### config.mk
export PLATFORM = sky130hd
export DESIGN_NAME = cfg_router
export DESIGN_NICKNAME = d
export VERILOG_FILES = /design/src/rtl/cfg_router_pkg.sv /design/src/rtl/cfg_busnum_regs.sv /design/src/rtl/cfg_route_decode.sv /design/src/rtl/cfg_out_stage.sv /design/src/rtl/cfg_router.sv
export SDC_FILE = /design/constraint.sdc
export NUM_CORES = 1
export LEC_CHECK = 0
export CORE_MARGIN = 1.5
export CORE_UTILIZATION = 49
export DETAILED_ROUTE_END_ITERATION = 12
export GPL_TIMING_DRIVEN = 0
export PLACE_DENSITY = 0.86
export SETUP_SLACK_MARGIN = 0.2
export SLEW_MARGIN = 30
export SYNTH_ARGS = -nofsm -noshare
export SYNTH_HDL_FRONTEND = slang
export SYNTH_HIERARCHICAL = 1
export SYNTH_SLANG_ARGS = --single-unit
### constraint.sdc
create_clock -name clk_i -period 6.5 [get_ports clk_i]
set_clock_uncertainty 0.15 [all_clocks]
set_input_delay 1.95 -clock clk_i [delete_from_list [all_inputs] [get_ports clk_i]]
set_output_delay 1.95 -clock clk_i [all_outputs]
set_load 0.005 [all_outputs]
### src/rtl/cfg_router_pkg.sv
package cfg_router_pkg;
  typedef enum logic [1:0] {
    RT_DROP    = 2'd0,
    RT_CLAIM   = 2'd1,
    RT_CONVERT = 2'd2,
    RT_FORWARD = 2'd3
  } route_e;

  localparam logic KIND_LOCAL  = 1'b0;
  localparam logic KIND_REMOTE = 1'b1;

  localparam int NUM_BUSREGS = 3;
  localparam logic [1:0] SEL_PRI = 2'd0;
  localparam logic [1:0] SEL_SEC = 2'd1;
  localparam logic [1:0] SEL_SUB = 2'd2;
endpackage

### src/rtl/cfg_busnum_regs.sv
module cfg_busnum_regs
  import cfg_router_pkg::*;
#(
  parameter int BUS_W = 8
) (
  input  logic             clk_i,
  input  logic             rst_ni,
  input  logic             wr_en_i,
  input  logic [1:0]       wr_sel_i,
  input  logic [BUS_W-1:0] wr_data_i,
  output logic [BUS_W-1:0] pri_o,
  output logic [BUS_W-1:0] sec_o,
  output logic [BUS_W-1:0] sub_o
);
  logic [BUS_W-1:0] num_q [NUM_BUSREGS];

  for (genvar g = 0; g < NUM_BUSREGS; g++) begin : g_num
    always_ff @(posedge clk_i or negedge rst_ni) begin
      if (!rst_ni)                                   num_q[g] <= '0;
      else if (wr_en_i && (wr_sel_i == 2'(g)))       num_q[g] <= wr_data_i;
    end
  end

  assign pri_o = num_q[SEL_PRI];
  assign sec_o = num_q[SEL_SEC];
  assign sub_o = num_q[SEL_SUB];


  sel_none_keeps_chk: assert property (@(posedge clk_i) disable iff (!rst_ni)
    (wr_en_i && wr_sel_i == 2'd3) |=> ($stable(pri_o) && $stable(sec_o) && $stable(sub_o)));
endmodule

### src/rtl/cfg_route_decode.sv
module cfg_route_decode
  import cfg_router_pkg::*;
#(
  parameter int BUS_W = 8,
  parameter int DEV_W = 5
) (
  input  logic             kind_i,
  input  logic [BUS_W-1:0] bus_i,
  input  logic [DEV_W-1:0] dev_i,
  input  logic [BUS_W-1:0] sec_i,
  input  logic [BUS_W-1:0] sub_i,
  output route_e           route_o
);
  logic sec_set, hit_sec, in_sub;

  assign sec_set = (sec_i != '0);
  assign hit_sec = (bus_i == sec_i);
  assign in_sub  = (bus_i > sec_i) && (bus_i <= sub_i);

  always_comb begin
    route_o = RT_DROP;
    if (kind_i == KIND_LOCAL) begin
      // only device 0 on the arriving segment is this port's own function
      if (dev_i == '0) route_o = RT_CLAIM;
    end else if (sec_set) begin
      if (hit_sec)     route_o = RT_CONVERT;
      else if (in_sub) route_o = RT_FORWARD;
    end
  end
endmodule

### src/rtl/cfg_out_stage.sv
module cfg_out_stage #(
  parameter int W = 8
) (
  input  logic         clk_i,
  input  logic         rst_ni,
  input  logic         load_i,
  input  logic [W-1:0] data_i,
  input  logic         ready_i,
  output logic         space_o,
  output logic         valid_o,
  output logic [W-1:0] data_o
);
  logic         valid_q;
  logic [W-1:0] data_q;

  assign space_o = !valid_q || ready_i;

  always_ff @(posedge clk_i or negedge rst_ni) begin
    if (!rst_ni) begin
      valid_q <= 1'b0;
      data_q  <= '0;
    end else if (load_i) begin
      valid_q <= 1'b1;
      data_q  <= data_i;
    end else if (ready_i) begin
      valid_q <= 1'b0;
    end
  end

  assign valid_o = valid_q;
  assign data_o  = data_q;


  hold_under_stall_chk: assert property (@(posedge clk_i) disable iff (!rst_ni)
    (valid_o && !ready_i) |=> (valid_o && $stable(data_o)));
endmodule

### src/rtl/cfg_router.sv
module cfg_router
  import cfg_router_pkg::*;
#(
  parameter int BUS_W      = 8,
  parameter int DEV_W      = 5,
  parameter int FN_W       = 3,
  parameter bit EXT_CFG_EN = 1'b1,
  localparam int OFF_W     = EXT_CFG_EN ? 12 : 8
) (
  input  logic             clk_i,
  input  logic             rst_ni,
  input  logic             wr_en_i,
  input  logic [1:0]       wr_sel_i,
  input  logic [BUS_W-1:0] wr_data_i,
  output logic [BUS_W-1:0] pri_bus_o,
  output logic [BUS_W-1:0] sec_bus_o,
  output logic [BUS_W-1:0] sub_bus_o,
  input  logic             req_valid_i,
  output logic             req_ready_o,
  input  logic             req_kind_i,
  input  logic [BUS_W-1:0] req_bus_i,
  input  logic [DEV_W-1:0] req_dev_i,
  input  logic [FN_W-1:0]  req_fn_i,
  input  logic [OFF_W-1:0] req_off_i,
  output logic             dn_valid_o,
  input  logic             dn_ready_i,
  output logic             dn_kind_o,
  output logic [BUS_W-1:0] dn_bus_o,
  output logic [DEV_W-1:0] dn_dev_o,
  output logic [FN_W-1:0]  dn_fn_o,
  output logic [OFF_W-1:0] dn_off_o,
  output logic             claim_o,
  output logic [FN_W-1:0]  claim_fn_o,
  output logic [OFF_W-1:0] claim_off_o
);
  localparam int DN_W = 1 + BUS_W + DEV_W + FN_W + OFF_W;

  logic [BUS_W-1:0] pri_bus, sec_bus, sub_bus;
  route_e           route;
  logic             in_fire, space, dn_load, out_kind;
  logic [DN_W-1:0]  dn_in, dn_out;

  cfg_busnum_regs #(.BUS_W(BUS_W)) u_regs (
    .clk_i, .rst_ni, .wr_en_i, .wr_sel_i, .wr_data_i,
    .pri_o(pri_bus), .sec_o(sec_bus), .sub_o(sub_bus)
  );

  cfg_route_decode #(.BUS_W(BUS_W), .DEV_W(DEV_W)) u_dec (
    .kind_i(req_kind_i), .bus_i(req_bus_i), .dev_i(req_dev_i),
    .sec_i(sec_bus), .sub_i(sub_bus), .route_o(route)
  );

  assign req_ready_o = space;
  assign in_fire     = req_valid_i && space;
  assign dn_load     = in_fire && (route == RT_CONVERT || route == RT_FORWARD);
  assign out_kind    = (route == RT_CONVERT) ? KIND_LOCAL : req_kind_i;
  assign dn_in       = {out_kind, req_bus_i, req_dev_i, req_fn_i, req_off_i};

  cfg_out_stage #(.W(DN_W)) u_out (
    .clk_i, .rst_ni, .load_i(dn_load), .data_i(dn_in), .ready_i(dn_ready_i),
    .space_o(space), .valid_o(dn_valid_o), .data_o(dn_out)
  );

  assign {dn_kind_o, dn_bus_o, dn_dev_o, dn_fn_o, dn_off_o} = dn_out;

  logic             claim_q;
  logic [FN_W-1:0]  claim_fn_q;
  logic [OFF_W-1:0] claim_off_q;

  always_ff @(posedge clk_i or negedge rst_ni) begin
    if (!rst_ni) begin
      claim_q     <= 1'b0;
      claim_fn_q  <= '0;
      claim_off_q <= '0;
    end else begin
      claim_q <= in_fire && (route == RT_CLAIM);
      if (in_fire && route == RT_CLAIM) begin
        claim_fn_q  <= req_fn_i;
        claim_off_q <= req_off_i;
      end
    end
  end

  assign claim_o     = claim_q;
  assign claim_fn_o  = claim_fn_q;
  assign claim_off_o = claim_off_q;
  assign pri_bus_o   = pri_bus;
  assign sec_bus_o   = sec_bus;
  assign sub_bus_o   = sub_bus;


  claim_source_chk: assert property (@(posedge clk_i) disable iff (!rst_ni)
    claim_o |-> $past(req_valid_i && req_ready_o && req_kind_i == KIND_LOCAL && req_dev_i == '0));


  dn_source_chk: assert property (@(posedge clk_i) disable iff (!rst_ni)
    $rose(dn_valid_o) |-> $past(req_valid_i && req_ready_o && req_kind_i == KIND_REMOTE));


  dn_needs_sec_chk: assert property (@(posedge clk_i) disable iff (!rst_ni)
    $rose(dn_valid_o) |-> $past(sec_bus_o != '0));


  single_outcome_chk: assert property (@(posedge clk_i) disable iff (!rst_ni)
    !(claim_o && $rose(dn_valid_o)));
endmodule

==> flow_summary.rst <==
.. list-table::
   :header-rows: 1

   * - Metric
     - Value
   * - P&R area growth vs syn
     - 44.7%
   * - Tightest slew margin relative to the limit
     - 0.655
   * - Cell internal power dissipation
     - 1330 µW
   * - Power density over the cells
     - 384 nW/µm²
   * - Total routing resource utilization after global routing
     - 0.225
   * - I/O pin count
     - 115
   * - Maximum frequency from static timing analysis
     - 191 MHz
   * - CP startpoint kind
     - input pin
   * - Num Clock Sinks
     - 70
   * - Grt total ovfl
     - 0
   * - Comb power frac
     - 0.407
   * - TritonCTS clock tree
     - built
   * - FP Rows
     - 29
   * - Min Hold Slack
     - 362 ps
   * - Largest net degree at the start of global routing
     - 40
   * - Largest buffer count on any clock path
     - 2
   * - Final wirelength
     - 7.70 mm
   * - Insertion delay to the later sink of the worst-skew pair
     - 340 ps
   * - Clock Root Buffer
     - sky130_fd_sc_hd__clkbuf_8
   * - Worst ir drop on vdd
     - 0.316 mV
   * - Area of the core
     - 6390 µm²
   * - Num CTS Buffers
     - 9
   * - Post-synth top area share
     - 0.535
   * - Detail-routed via count per cell
     - 5.23
   * - Via count of the first global-routing pass
     - between 2k and 2.5k
   * - Cells taking the most area after synthesis
     - sky130_fd_sc_hd__dfrtp_1 53%, sky130_fd_sc_hd__mux2_4 17%, sky130_fd_sc_hd__mux2_2 10%
   * - Clock transition at the register clock pins on the worst setup and hold paths after CTS
     - 80 ps
   * - Number of failing setup endpoints in the final timing report
     - 0
   * - CP arrival
     - 3140 ps
   * - Total die area
     - 7180 µm²
   * - HPWL after DPL
     - 5.61 mm
   * - Outcome
     - complete, no violations
   * - Fin nets
     - 400
   * - Input/output buffers
     - 114
   * - Count of final max-slew check failures
     - 0
   * - Wire length of the first global-routing pass
     - 12.4 mm
   * - Minimum clock period
     - about 5200 ps
   * - Sequential share of the synthesized area
     - 0.535
   * - Leakage power
     - about 0.0021 µW
   * - Initial antenna violation count
     - 0
   * - Antenna cell count
     - 0
   * - Unrepaired setup endpoints after global routing
     - no
   * - Post-route fraction of the period consumed by the critical path
     - 0.806
   * - Cell accounting for the most synthesized area
     - sky130_fd_sc_hd__dfrtp_1
   * - Post-cts gate resize count
     - 0
   * - Largest fanout on the critical path
     - 4
   * - Number of fill cells
     - 451
   * - Post-Route Setup TNS
     - 0 ps
   * - Library cells used by synthesis
     - 28
   * - Critical setup path kind
     - input pin to primary output
   * - Level count of the clock H-tree
     - 3
   * - Number of storage elements in the synthesis netlist
     - 70
   * - Synthesized instance count
     - 214
   * - Postcts setup bufs
     - 0
   * - Net Sw Power
     - roughly 500 µW
   * - Path type of the worst min-delay path
     - flop to flop
   * - Synthesized area per cell
     - 15.3 µm²
   * - Initial drt markers
     - 57
   * - Gpl congestion
     - around 0.75
   * - Hold violation total from the final report
     - 0
   * - Number of nets produced by synthesis
     - 274
   * - Initial Util
     - 0.513
   * - Residual DRC
     - 0
   * - Total iterations of the first detailed-routing run
     - 4
   * - DIE WIDTH
     - 84.7 µm
   * - Post-synthesis instance area
     - between 3000 and 4000 µm²
   * - Routed length per instance
     - 18.3 µm
   * - Detailed-route via count
     - 2205
   * - Vert. Die Dim
     - 84.7 µm
   * - Sequential share of power
     - 0.389
   * - Tightest Pin Transition
     - 517 ps
   * - # Max-Cap Violations
     - 0
   * - Sw Share
     - 0.268
   * - Number of nets with antenna violations after detailed routing
     - 0
   * - CTS Hold Buffers Added
     - 0
   * - Clock power frac
     - 0.204
   * - Data required time of the critical path
     - 4400 ps
   * - Number of synthesis warnings
     - 6
   * - Proportion of layout cells with a drive suffix above 1
     - 0.290
   * - Kind of end point of the critical path
     - primary output
power groups by stage:
stage / Combinational (µW) / Sequential [µW] / Clock (µW)
floorplan: 294 / 713 / 0
detailed placement: 743 / 713 / 0
finish: 741 / 707 / 371
global placement: 721 / 704 / 0
CTS: 748 / 708 / 375
global route: 785 / 729 / 396
flip-flops by register name, indices dropped and copies added, names as in the netlist:
name	flops
u_out/data_o	29
u_regs/pri_o	8
claim_o	1
u_out/valid_o	1
claim_off_o	12
claim_fn_o	3
u_regs/sec_o	8
u_regs/sub_o	8
worst max-delay path, cell delays in order:
cell and delay (ps):
sky130_fd_sc_hd__clkdlybuf4s50_1 440, sky130_fd_sc_hd__nand2b_1 210, sky130_fd_sc_hd__clkdlybuf4s50_1 540
cells by family (layout without fill, tap and decap cells):
kind of cell,Yosys count,count (layout),synth area share
buffers and inverters,21,152,0.0332
and+or+nand+nor,23,23,0.0562
muxes,68,68,0.277
DFF,70,70,0.535
adders and majority gates,16,16,0.0611
AOI/OAI and AO/OA,16,16,0.0371
layout make-up:
type	count	area [µm²]	share of cell area
Multi-Input combinational cell	123	1410	0.298
Sequential cell	70	1750	0.370
Buffer	4	45.0	0.00951
Clock buffer	11	151	0.0320
Timing Repair Buffer	115	1160	0.245
Inverter	17	63.8	0.0135
Clock inverter	5	56.3	0.0119
Tap cell	77	96.3	0.0203
cell usage after synthesis, drive strengths merged:
master,n
dfrtp,70
mux2,68
inv,17
ha,16
a21oi,7
buf,4
nand4,4
nand2,3
a21boi,2
nand2b,2
nand3,2
nand3b,2
nor2b,2
nor4,2
o211ai,2
o21ai,2
a211o,1
and3,1
nand4b,1
nor2,1
nor3b,1
o311ai,1
o32ai,1
or2,1
or4,1
path summary, 6_finish.rpt:
kind	endpoint	startpoint	depth (start not counted)	slack [ps]
max in group asynchronous	u_out/data_o[24]	rst_ni	2	4220
min	u_regs/pri_o[1]	u_regs/pri_o[1]	1	360
min reg2reg	u_regs/pri_o[1]	u_regs/pri_o[1]	1	360
max	req_ready_o	dn_ready_i	3	1260
min in group asynchronous	u_regs/pri_o[2]	rst_ni	1	1420
max reg2reg	u_out/data_o[8]	u_regs/sub_o[7]	10	3810
placed cells by master, fill, tap and decap left out:
master	count
sky130_fd_sc_hd__nand3b_2	2
sky130_fd_sc_hd__o211ai_1	1
sky130_fd_sc_hd__and3_1	1
sky130_fd_sc_hd__dfrtp_1	70
sky130_fd_sc_hd__nand4_1	4
sky130_fd_sc_hd__nor3b_4	1
sky130_fd_sc_hd__bufinv_16	1
sky130_fd_sc_hd__inv_1	17
sky130_fd_sc_hd__o311ai_2	1
sky130_fd_sc_hd__nand2_1	3
sky130_fd_sc_hd__clkdlybuf4s50_1	113
sky130_fd_sc_hd__a21oi_1	7
sky130_fd_sc_hd__or4_4	1
sky130_fd_sc_hd__o21ai_0	2
sky130_fd_sc_hd__ha_1	16
sky130_fd_sc_hd__buf_4	1
sky130_fd_sc_hd__nand2b_1	2
sky130_fd_sc_hd__clkinvlp_4	1
sky130_fd_sc_hd__mux2_2	30
sky130_fd_sc_hd__inv_6	1
sky130_fd_sc_hd__nor2b_4	1
sky130_fd_sc_hd__nor4_1	2
sky130_fd_sc_hd__nand3_1	2
sky130_fd_sc_hd__buf_12	1
sky130_fd_sc_hd__o211ai_2	1
sky130_fd_sc_hd__clkbuf_8	11
sky130_fd_sc_hd__mux2_4	38
sky130_fd_sc_hd__a211o_1	1
sky130_fd_sc_hd__nor2b_1	1
sky130_fd_sc_hd__or2_2	1
sky130_fd_sc_hd__clkinv_2	2
sky130_fd_sc_hd__o32ai_2	1
sky130_fd_sc_hd__a21boi_0	2
sky130_fd_sc_hd__nor2_1	1
sky130_fd_sc_hd__nand4b_4	1
sky130_fd_sc_hd__buf_6	4
layer usage:
layer  wire (µm)  part of all wire  GRT usage
met5           0                 0          0
met1        3380              0.44      0.293
met3         366             0.048     0.0472
met4         141             0.018     0.0880
met2        3810              0.50      0.368
metrics by stage:
stage	utilization	setup slack, ps	total power (µW)	cell area [µm²]	cells
after floorplan	-	2250	1010	3270	214
after global placement	0.707	1000	1430	4510	405
after detailed placement	0.709	1260	1460	4530	406
after CTS	0.742	1260	1830	4740	422
after global routing	0.742	1170	1910	4740	422
final	0.742	1260	1820	4740	422
No activity file was read; power rests on OpenSTA's default activity.
